`config.mk`:
```
export PLATFORM = sky130hd
export DESIGN_NAME = burst_read_ctrl
export DESIGN_NICKNAME = d
export VERILOG_FILES = /design/src/rtl/burst_read_ctrl.sv
export SDC_FILE = /design/constraint.sdc
export NUM_CORES = 1
export LEC_CHECK = 0
export ABC_CLOCK_PERIOD_IN_PS = 8400
export BUFFER_PORTS_ARGS = -buffer_cell sky130_fd_sc_hd__buf_4
export CORE_AREA = 2 2 100 93
export DETAILED_ROUTE_END_ITERATION = 12
export DIE_AREA = 0 0 102 95
export PLACE_DENSITY_LB_ADDON = 0.15
export SYNTH_ARGS = -nofsm -noshare
export SYNTH_HDL_FRONTEND = slang
export SYNTH_SLANG_ARGS = --single-unit
```
`constraint.sdc`:
```
create_clock -name clk -period 8.4 [get_ports clk]
set_input_delay 0.42 -clock clk [delete_from_list [all_inputs] [get_ports clk]]
set_output_delay 0.42 -clock clk [all_outputs]
set_load 0.01 [all_outputs]
```
`src/rtl/burst_read_ctrl.sv`:
```
module burst_read_ctrl #(
  parameter int ADDR_W = 8,
  parameter int DATA_W = 16
) (
  input  logic              clk,
  input  logic              rst_n,
  input  logic              ce_n,
  input  logic              adv_n,
  input  logic              oe_n,
  input  logic [ADDR_W-1:0] addr,
  input  logic              cfg_load,
  input  logic [15:0]       cfg_data,
  output logic [DATA_W-1:0] dq_out,
  output logic              dq_oe,
  output logic              eob_n,
  output logic              eob_oe
);

  localparam int BEAT_W = 4;
  localparam int CFG_W  = 7;

  typedef enum logic [1:0] {S_IDLE, S_LAT, S_DATA, S_HOLD} state_t;

  state_t            st;
  logic [CFG_W-1:0]  cfg_q;
  logic [ADDR_W-1:0] addr_q;
  logic [BEAT_W-1:0] beat;
  logic [2:0]        lat_cnt;

  logic              burst_mode;
  logic [BEAT_W-1:0] last_beat;
  logic [BEAT_W-1:0] eob_beat;
  logic [2:0]        lat_val;
  logic [ADDR_W-1:0] wrap_mask;
  logic [ADDR_W-1:0] cur_addr;
  logic              cfg_unused;

  function automatic logic [DATA_W-1:0] rom_word(input logic [ADDR_W-1:0] a);
    logic [31:0] t;
    t = 32'(a) * 32'h0000_9E37 + 32'h0000_1234;
    return t[DATA_W-1:0];
  endfunction

  assign cfg_unused = ^cfg_data[15:CFG_W];
  assign burst_mode = cfg_q[0];

  always_comb begin
    case (cfg_q[2:1])
      2'd0:    last_beat = BEAT_W'(3);
      2'd1:    last_beat = BEAT_W'(7);
      default: last_beat = BEAT_W'(15);
    endcase
  end

  assign eob_beat  = cfg_q[6] ? last_beat - BEAT_W'(1) : last_beat;
  assign lat_val   = (cfg_q[5:3] < 3'd2) ? 3'd2 : cfg_q[5:3];
  assign wrap_mask = ADDR_W'(last_beat);
  assign cur_addr  = (addr_q & ~wrap_mask) | ((addr_q + ADDR_W'(beat)) & wrap_mask);

  assign dq_out = rom_word(burst_mode ? cur_addr : addr);
  assign dq_oe  = rst_n && !ce_n && !oe_n &&
                  (!burst_mode || st == S_DATA || st == S_HOLD);
  assign eob_oe = rst_n && !ce_n && !oe_n && burst_mode;
  assign eob_n  = !(st == S_DATA && beat == eob_beat);

  always_ff @(posedge clk or negedge rst_n) begin
    if (!rst_n) begin
      cfg_q   <= '0;
      st      <= S_IDLE;
      addr_q  <= '0;
      beat    <= '0;
      lat_cnt <= '0;
    end else begin
      if (cfg_load) cfg_q <= cfg_data[CFG_W-1:0];
      if (!burst_mode || ce_n) begin
        st <= S_IDLE;
      end else if (!adv_n) begin
        addr_q  <= addr;
        lat_cnt <= lat_val;
        beat    <= '0;
        st      <= S_LAT;
      end else begin
        case (st)
          S_LAT: begin
            if (lat_cnt == 3'd1) st <= S_DATA;
            else lat_cnt <= lat_cnt - 3'd1;
          end
          S_DATA: begin
            if (beat == last_beat) st <= S_HOLD;
            else beat <= beat + BEAT_W'(1);
          end
          default: st <= st;
        endcase
      end
    end
  end


  cfg_store_chk: assert property (@(posedge clk) disable iff (!rst_n)
    cfg_load |=> cfg_q == $past(cfg_data[CFG_W-1:0]));


  eob_pulse_chk: assert property (@(posedge clk) disable iff (!rst_n)
    (eob_oe && !eob_n && !cfg_load) |=> eob_n);


  oe_no_stop_chk: assert property (@(posedge clk) disable iff (!rst_n)
    (st == S_DATA && !ce_n && adv_n && burst_mode && !cfg_load && beat != last_beat)
    |=> (st == S_DATA && beat == $past(beat) + BEAT_W'(1)));


  ce_end_chk: assert property (@(posedge clk) disable iff (!rst_n)
    ce_n |=> st == S_IDLE);


  adv_abort_chk: assert property (@(posedge clk) disable iff (!rst_n)
    (!ce_n && !adv_n && burst_mode && !cfg_load) |=> (st == S_LAT && !dq_oe));


  hold_stable_chk: assert property (@(posedge clk) disable iff (!rst_n)
    (st == S_HOLD && !ce_n && adv_n && !cfg_load)
    |=> (st == S_HOLD && $stable(cur_addr) && eob_n));


  async_eob_chk: assert property (@(posedge clk) disable iff (!rst_n)
    !burst_mode |-> !eob_oe);

endmodule

```
==> results by group, run 1 <==
Status
  – Status: complete, no violations

Routing
  – Number of nets with antenna violations after routing: 0
  – Per-cell routed wire length: between 10 and 15 um
  – Drc violations: 0
  – Via/cell ratio: about 4.6
  – First drt pass iteration count: 4
  – Vias: approximately 2.2k
  – DRT Wirelength: 6091 um
  – First DRT Iteration DRCs: 42

Timing
  – Slew margin rel.: between 50% and 60%
  – Final hold violations: 0
  – F_max: roughly 0.16 GHz
  – Setup TNS: 0 ns
  – Fin crit share: about 74%
  – # setup viols final: 0
  – Setup ws final: 2.185 ns
  – Final min period: 6.215 ns
  – Slew at the pin with the worst max-slew slack: about 0.63 ns
  – RSZ-0062 raised after global routing: no
  – Clk_skew: between 0.003 and 0.004 ns
  – Fin. max-slew vios: 0

Finish
  – Fillers: 897
  – Proportion of layout cells with a drive suffix above 1: a little under a fifth
  – Antenna Diode Count: 0
  – Commonest cells after routing, fill and taps aside: inv_1 (69), ha_1 (43), buf_4 (40)
  – Commonest non-fill, non-tap cell in the layout: inv_1
  – Finished Layout Cells: 477
  – Post-route cell area: 3538 um2
  – Layout area overhead: 16.76%
  – Final #Nets: about 460

Floorplan
  – Die Y: between 90 and 100 um
  – # rows: 33
  – Initial core utilization: 34.62%
  – Die width: 102 um
  – Ports: 49
  – Die area: approximately 9700 um2
  – Core box area: roughly 8800 um2

Logic synthesis
  – Post-synth cell types: 39
  – Mapped Area: 3030 um2
  – Syn_area_per_cell: approximately 9.6 um2
  – FF+latch count, synth: 24
  – Post-synth EDFFs: 0
  – Syn Inst Count: between 300 and 400
  – Synth warn: 0
  – Async set-reset flop share out of synthesis: 100.0%
  – Syn_nets: between 400 and 500
  – Sequential area share after synthesis: 19.82%
  – Commonest register cell after synthesis: dfrtp_1

Setup path
  – R2R Setup Slk: between 6 and 7 ns
  – Critical R2R Capture: addr_q[7]
  – R2R Path Start: cfg_q[0]
  – Worst Path Arrival: 5.79 ns
  – CP Launch Type: register
  – Worst Path Required: roughly 8 ns
  – CP max FO: 7
  – Reg2reg path depth: 3
  – Setup crit end kind: output pin
  – Crit path kind: reg -> out

Min path
  – Hold WC Path Type: in -> async

Placed design
  – Gp weighted congestion: roughly 0.82
  – Post-DP Area: 3467 um2
  – Setup WS pre-CTS: between 2 and 2.5 ns
  – DP HPWL: approximately 5200 um
  – Placed insts: 473
  – Number of buffers added on ports: 39

Clock tree
  – CTS max path bufs: 2
  – CTS Buf Count: 3
  – Clk sinks: 24
  – CTS tree: built
  – Clock Latency Late Sink: approximately 0.28 ns
  – Hold_buf cts: 0
  – Clock-pin slew on the worst setup and hold paths: 0.09 ns
  – # Post-CTS Setup Buffers: 0
  – Count of cells resized by post-cts repair: 0
  – Clock tree root driver cell: clkbuf_8
  – H-tree levels: 1

GRT
  – First-pass GRT wire length: roughly 10,000 um
  – Vias in the first global route: 2,181
  – Initial antenna violation count: 0
  – GRT Residual Overflow: 0
  – GR Util All Layers: 13.67%
  – Pin count of the biggest net entering global routing: 26

Flow run
  – Max-cap violation count: 0
==> routing by layer <==
metal	global-route usage [%]	routed length, um
met5	0	0
met2	19.63	2521
met1	22.17	3362
met3	2.073	192
met4	1.333	16
==> worst max-delay path by stage <==
stage | cells after the start | slack, ns | startpoint | end
after floorplan | 19 | 2.64 | beat[0] | dq_out[13]
after global placement | 21 | 2.45 | beat[0] | dq_out[15]
after detailed placement | 21 | 2.46 | beat[0] | dq_out[15]
after CTS | 21 | 2.11 | beat[0] | dq_out[15]
after global routing | 21 | 1.75 | beat[0] | dq_out[15]
final | 21 | 2.19 | beat[0] | dq_out[15]
==> synthesized netlist by cell type, types with 4 or more instances <==
library cell	n	area, um2
inv_1	69	259.0
ha_1	43	538.0
fa_1	30	600.6
dfrtp_1	24	600.6
mux2_2	14	157.7
o21ai_0	14	70.07
xnor2_1	14	122.6
a21oi_1	13	65.06
nand2_1	11	41.29
nor2_1	11	41.29
a21o_1	7	52.55
mux2i_1	7	70.07
nand3_1	7	35.03
nand2b_1	5	31.28
nor3_1	5	25.02
xor2_1	5	43.79
a211oi_1	4	30.03
nor2b_1	4	25.02
==> logic make-up after synthesis <==
logic type | Yosys count | share of synthesized area, %
flops | 24 | 19.82
buf+inv | 73 | 9.083
fa+ha+maj | 73 | 37.57
compound gates | 53 | 11.81
xor+xnor | 19 | 5.491
simple gates | 51 | 8.216
mux | 22 | 8.010
==> through the flow <==
step | utilization [%] | hold slack (ns)
3_5_place_dp | 39.61 | 0.3491
5_1_grt | 40.42 | 0.04922
4_1_cts | 40.42 | 0.04327
2_1_floorplan | - | 0.1244
3_3_place_gp | 39.61 | 0.3468
6_report | 40.42 | 0.03591
==> worst max-delay path: stages (launching register included) <==
cell and delay, ns:
dfrtp_1 0.48, ha_1 0.26, fa_1 0.38, xnor2_1 0.16
o21ai_0 0.10, o311ai_0 0.10, a21boi_0 0.21, buf_4 0.18
inv_1 0.08, ha_1 0.35, fa_1 0.55, inv_1 0.06
fa_1 0.53, fa_1 0.55, inv_1 0.04, ha_1 0.34
o211ai_1 0.12, o21ai_0 0.17, a211oi_1 0.38, o21ai_0 0.18
xnor2_1 0.16, buf_4 0.14
==> registers in the layout (all words and copies together) (netlist names) <==
register  flops
addr_q        8
cfg_q         7
beat          4
lat_cnt       3
st            2
==> layout make-up <==
cell class	instances	area [um2]	share of cell area, %
inverters	69	259.0	7.320
multi-input cells	218	2155	60.89
clock buffers	3	41.29	1.167
repair buffers	40	300.3	8.487
flip-flops and latches	24	600.6	16.97
clock inverters	1	30.03	0.8487
well taps	122	152.6	4.314
Power of run 1 is not shown: default switching activity piles up to over one toggle a cycle in this logic, so the estimate is an artifact.
==> run 2, diff against run 1 <==
ABC_CLOCK_PERIOD_IN_PS = 5500   (was 8400)
clock period = 5.5 ns   (was 8.4 ns; I/O delays follow)
==> results by group, run 2 (synthesized netlist as in run 1, its figures left out) <==
Routing
  – First DRT Iteration DRCs: 37 (-12%)
  – Via/cell ratio: 4.626 (+1.6%)
  – Drc violations: 0 (unchanged)
  – Number of nets with antenna violations after routing: 0 (unchanged)
  – Vias: 2,285 (+5.2%)
  – DRT Wirelength: 6309 um (+3.6%)
  – Per-cell routed wire length: 12.77 um (about the same)
  – First drt pass iteration count: 4 (unchanged)

Setup path
  – Slowest stage delay, CP: 0.53 ns (-0.02 ns)
  – Setup crit end kind: output pin
  – Worst Path Required: 5.22 ns (-2.76 ns)
  – Cell Chain, Critical Path: ha_2 > fa_2 > xnor2_2 > o21ai_1 > o311ai_1 > a21boi_2 > inv_2 > buf_4 > ha_1 > ha_1 > ha_1 > inv_1 > fa_1 > inv_1 > ha_2 > fa_2 > a21oi_4 > o22a_1 > nor2b_4 > buf_4 > xnor2_1 > buf_4
  – Worst Path Arrival: 4.99 ns (-0.80 ns)
  – CP Launch Type: register
  – CP max FO: 3 (-4)
  – Critical path's slowest cell: fa_1
  – Crit path kind: reg -> out

Clock tree
  – CTS tree: built
  – Clk sinks: 24 (unchanged)
  – CTS max path bufs: 2 (unchanged)
  – Clock-pin slew on the worst setup and hold paths: 0.09 ns (about the same)
  – H-tree levels: 1 (unchanged)
  – Clock tree root driver cell: clkbuf_8
  – Clock Latency Late Sink: 0.27 ns (about the same)
  – CTS Buf Count: 3 (unchanged)

Timing
  – Final hold violations: 0 (unchanged)
  – Fin. max-slew vios: 0 (unchanged)
  – Clk_skew: 0.003748 ns (+0.0001052 ns)
  – Slew margin rel.: 61.23% (+4.7 points)
  – # setup viols final: 0 (unchanged)
  – Final hold slack: 0.2135 ns (+0.1776 ns)
  – Fin crit share: a little over nine tenths
  – F_max: between 0.15 and 0.2 GHz
  – Final min period: 5.260 ns
  – Slew at the pin with the worst max-slew slack: 0.5767 ns (-0.05701 ns)

Floorplan
  – Core box area: 8753 um2 (unchanged)
  – Die Y: 95 um (unchanged)
  – Die width: 102 um (unchanged)
  – Initial core utilization: 34.62% (unchanged)
  – # rows: 33 (unchanged)
  – Ports: 49 (unchanged)
  – Die area: 9690 um2 (unchanged)

Finish
  – Finished Layout Cells: 494 (+3.6%)
  – Largest register by flop count: addr_q
  – Layout Utilization: 43.74% (+3.3 points)
  – Max reg flops: 8 (unchanged)
  – Proportion of layout cells with a drive suffix above 1: 29.57% (+11 points)
  – Commonest cells after routing, fill and taps aside: inv_1 (64), buf_4 (55), ha_1 (35)
  – Commonest non-fill, non-tap cell in the layout: inv_1
  – Largest regs: addr_q (8), cfg_q (7), beat (4)
  – Layout area overhead: 26.34%
  – Post-route cell area: 3829 um2 (+8.2%)
  – Antenna Diode Count: 0 (unchanged)
  – Final #Nets: 476 (+3.7%)

GRT
  – Initial antenna violation count: 0 (unchanged)
  – Vias in the first global route: 2,248 (+3.1%)
  – Pin count of the biggest net entering global routing: 26 (unchanged)
  – GRT Residual Overflow: 0 (unchanged)
  – GR Util All Layers: 13.86% (+0.19 points)
  – First-pass GRT wire length: 10,560 um (+0.66%)

Placed design
  – Post-DP Area: 3577 um2 (+3.2%)
  – Gp weighted congestion: 0.8062 (-1.1%)
  – Placed insts: 486 (+2.7%)
  – DP HPWL: 5517 um (+5.1%)
  – Number of buffers added on ports: 39 (unchanged)

Status
  – Status: complete, no violations

Min path
  – Hold WC Path Type: in -> reg

Flow run
  – Max-cap violation count: 0 (unchanged)
[run 2: routing by layer]
metal  vias up  track usage [%]  share of wire [%]
met4         0            1.333               0.14
met2        32            20.56                 44
li1       1152                -                  -
met3         2            2.369                3.7
met1      1099            21.73                 53
met5         -                0                  0
[run 2: per-stage QoR]
step / TNS, ns / setup WS, ns
floorplan: 0 / 0.07869
global placement: -0.008733 / -0.008733
detailed placement: -0.002367 / -0.002367
CTS: 0 / 0.002243
global route: -0.03502 / -0.01485
finish: 0 / 0.2399
[run 2: worst paths after layout]
check                            startpoint    endpoint  slack [ns]  cells after the start
worst min register to register   lat_cnt[1]  lat_cnt[1]        0.48                      1
worst min-delay path            cfg_data[2]    cfg_q[2]        0.21                      3
worst max register to register   lat_cnt[0]  lat_cnt[1]        3.67                      6
max in group asynchronous             rst_n     beat[3]        4.80                      2
worst max-delay path              addr_q[0]  dq_out[10]        0.24                     22
min in group asynchronous             rst_n     beat[1]        0.45                      2
[run 2: what timing repair did]
item | 4_1_cts | 5_1_grt
setup endpoints to repair | 7 | 7
pin swaps | 7 | 20
gates resized for setup | 12 | 26
hold endpoints to repair | 24 | 0
hold buffers | 1 | 0
buffers inserted | 2 | 1
[run 2: worst max-delay path, delay by kind of cell (launching register included)]
kind,cells,cell delay (ns)
flip-flops,1,0.39
adder cells (fa/ha/maj),8,2.55
AND/OR/NAND/NOR,1,0.19
AO/OA/AOI/OAI,5,0.76
buffers and inverters,6,0.55
XOR/XNOR,2,0.27
[run 2: layout make-up]
cell class | instances | area (um2)
clock buffer | 3 | 41.29
clock inverter | 1 | 30.03
fill | 920 | 4925
inverter | 69 | 259.0
multi-input combinational | 218 | 2302
sequential | 24 | 600.6
tap | 122 | 152.6
timing repair buffer | 57 | 442.9
Power of run 2 is left out for the same reason.
==> run 3, diff against run 2 <==
BUFFER_PORTS_ARGS = -buffer_cell sky130_fd_sc_hd__buf_2   (was -buffer_cell sky130_fd_sc_hd__buf_4)
==> results by group, run 3 (synthesized netlist as in run 1, its figures left out) <==
Status
  – Status: finished with violations
  – Failing checks: negative hold slack

Setup path
  – Crit-path most repeated cell: fa_1
  – CP max FO: 3 (unchanged)
  – Reg2reg path depth: 3 (-3)
  – Slowest stage delay, CP: 0.53 ns (about the same)
  – Worst Path Arrival: 4.96 ns (-0.03 ns)
  – Cell Chain, Critical Path: ha_2 > fa_2 > xnor2_2 > o21ai_1 > o311ai_1 > a21boi_2 > inv_2 > ha_4 > fa_1 > inv_1 > fa_1 > fa_1 > inv_2 > ha_4 > buf_4 > nand3_2 > o22a_4 > o21ai_0 > a21oi_1 > xnor2_1 > buf_2
  – Worst Path Required: 5.22 ns (about the same)
  – Setup crit end kind: output pin
  – CP Launch Type: register
  – Critical path's slowest cell: fa_1
  – Crit path kind: reg -> out

Routing
  – Via/cell ratio: 4.554 (-1.5%)
  – Drc violations: 0 (unchanged)
  – Vias: 2,277 (-0.35%)
  – First drt pass iteration count: 4 (unchanged)
  – Number of nets with antenna violations after routing: 0 (unchanged)
  – Per-cell routed wire length: 13.20 um (+3.4%)
  – First DRT Iteration DRCs: 51 (+38%)
  – DRT Wirelength: 6601 um (+4.6%)

Clock tree
  – CTS max path bufs: 2 (unchanged)
  – Clock-pin slew on the worst setup and hold paths: 0.09 ns (about the same)
  – Clock tree root driver cell: clkbuf_8
  – Clock Latency Late Sink: 0.27 ns (about the same)
  – CTS tree: built
  – H-tree levels: 1 (unchanged)
  – Clk sinks: 24 (unchanged)
  – CTS Buf Count: 3 (unchanged)

Timing
  – Slew at the pin with the worst max-slew slack: 0.6041 ns (+0.02742 ns)
  – F_max: 0.1909 GHz (+0.40%)
  – Final hold violations: 1 (+1)
  – Fin crit share: 95.26% (-0.38 points)
  – Setup TNS: 0 ns (unchanged)
  – Setup ws final: 0.2608 ns (+0.02089 ns)
  – # setup viols final: 0 (unchanged)
  – Clk_skew: 0.004183 ns (+0.0004344 ns)
  – Slew margin rel.: 59.73% (-1.5 points)
  – Final min period: 5.239 ns (-0.02089 ns)
  – Fin. max-slew vios: 0 (unchanged)
  – Final hold slack: -0.0002931 ns (-0.2138 ns)
  – RSZ-0062 raised after global routing: no

Placed design
  – Number of buffers added on ports: 39 (unchanged)
  – Setup WS pre-CTS: -0.06649 ns (-0.06412 ns)
  – DP HPWL: 5436 um (-1.5%)
  – Gp weighted congestion: 0.8219 (+1.9%)

Finish
  – Antenna Diode Count: 0 (unchanged)
  – Max reg flops: 8 (unchanged)
  – Commonest non-fill, non-tap cell in the layout: inv_1
  – Layout area overhead: 26.75%
  – Proportion of layout cells with a drive suffix above 1: 32.01% (+2.4 points)
  – Fillers: 904 (-1.7%)
  – Largest register by flop count: addr_q
  – Final #Nets: 482 (+1.3%)
  – Largest regs: addr_q (8), cfg_q (7), beat (4)
  – Layout Utilization: 43.88% (+0.14 points)
  – Commonest cells after routing, fill and taps aside: inv_1 (64), buf_2 (39), ha_1 (33)

Floorplan
  – Die Y: 95 um (unchanged)
  – Die width: 102 um (unchanged)
  – Core box area: 8753 um2 (unchanged)
  – # rows: 33 (unchanged)
  – Initial core utilization: 34.62% (unchanged)
  – Die area: 9690 um2 (unchanged)
  – Ports: 49 (unchanged)

GRT
  – Vias in the first global route: 2,259 (+0.49%)
  – GRT Residual Overflow: 0 (unchanged)
  – Pin count of the biggest net entering global routing: 26 (unchanged)
  – GR Util All Layers: 14.39% (+0.53 points)
  – First-pass GRT wire length: 10,850 um (+2.7%)
  – Initial antenna violation count: 0 (unchanged)

Min path
  – Hold WC Path Type: in -> async

Flow run
  – Max-cap violation count: 0 (unchanged)
run 3: cell types whose count changed in the layout (fill, tap and decap cells not counted), moves of 2 or more:
cell / previous run / this run
buf_4: 55 / 23
ha_4: 5 / 8
ha_1: 35 / 33
buf_2: 0 / 39
a21oi_2: 3 / 1
run 3: cell type report:
type	instances	area, um2	area share, %
repair buffers	63	387.9	10.10
flip-flops and latches	24	600.6	15.64
clock inverters	1	30.03	0.7818
inverters	69	259.0	6.743
clock buffers	3	41.29	1.075
well taps	122	152.6	3.974
multi-input cells	218	2370	61.69
run 3: what timing repair did:
action / 4_1_cts / 5_1_grt
resized for setup: 11 / 35
setup endpoints to repair: 7 / 7
setup buffers: 2 / 8
gates cloned: 0 / 0
hold buffers: 0 / 0
pin swaps: 7 / 31
run 3: metrics by stage:
| step | hold WS (ns) | instance area (um2) | cells |
|---|---|---|---|
| after floorplan | -0.02059 | 3030 | 315 |
| after global placement | 0.3232 | 3480 | 486 |
| after detailed placement | 0.3166 | 3480 | 486 |
| after CTS | 0.01489 | 3606 | 492 |
| after global routing | 0.03360 | 3841 | 500 |
| final | -0.0002931 | 3841 | 500 |
run 3: path summary, 6_finish.rpt:
kind | from | endpoint | slack (ns)
max | beat[0] | dq_out[12] | 0.26
min | rst_n | beat[1] | -0.0003
max reg2reg | cfg_q[0] | addr_q[4] | 3.68
min reg2reg | lat_cnt[1] | lat_cnt[1] | 0.49
max in group asynchronous | rst_n | cfg_q[4] | 5.10
min in group clk | cfg_data[2] | cfg_q[2] | 0.22
run 3: critical path, delay by kind of cell, from the launching register on:
| kind | cells | cell delay, ns |
|---|---|---|
| AO/OA/AOI/OAI | 6 | 0.88 |
| XOR/XNOR | 2 | 0.29 |
| adder cells (fa/ha/maj) | 7 | 2.62 |
| buffers and inverters | 5 | 0.43 |
| flip-flops | 1 | 0.40 |
| AND/OR/NAND/NOR | 1 | 0.07 |
run 3: metal layers:
layer / global-route usage (%) / up-vias / wire length (um) / part of all wire (%)
met5: 0 / - / 0 / 0
li1: - / 1160 / - / -
met1: 22.71 / 1086 / 3510 / 53
met2: 21.27 / 29 / 2828 / 43
met3: 2.369 / 2 / 245 / 3.7
met4: 1.333 / 0 / 17 / 0.26
Power of run 3 is left out for the same reason.
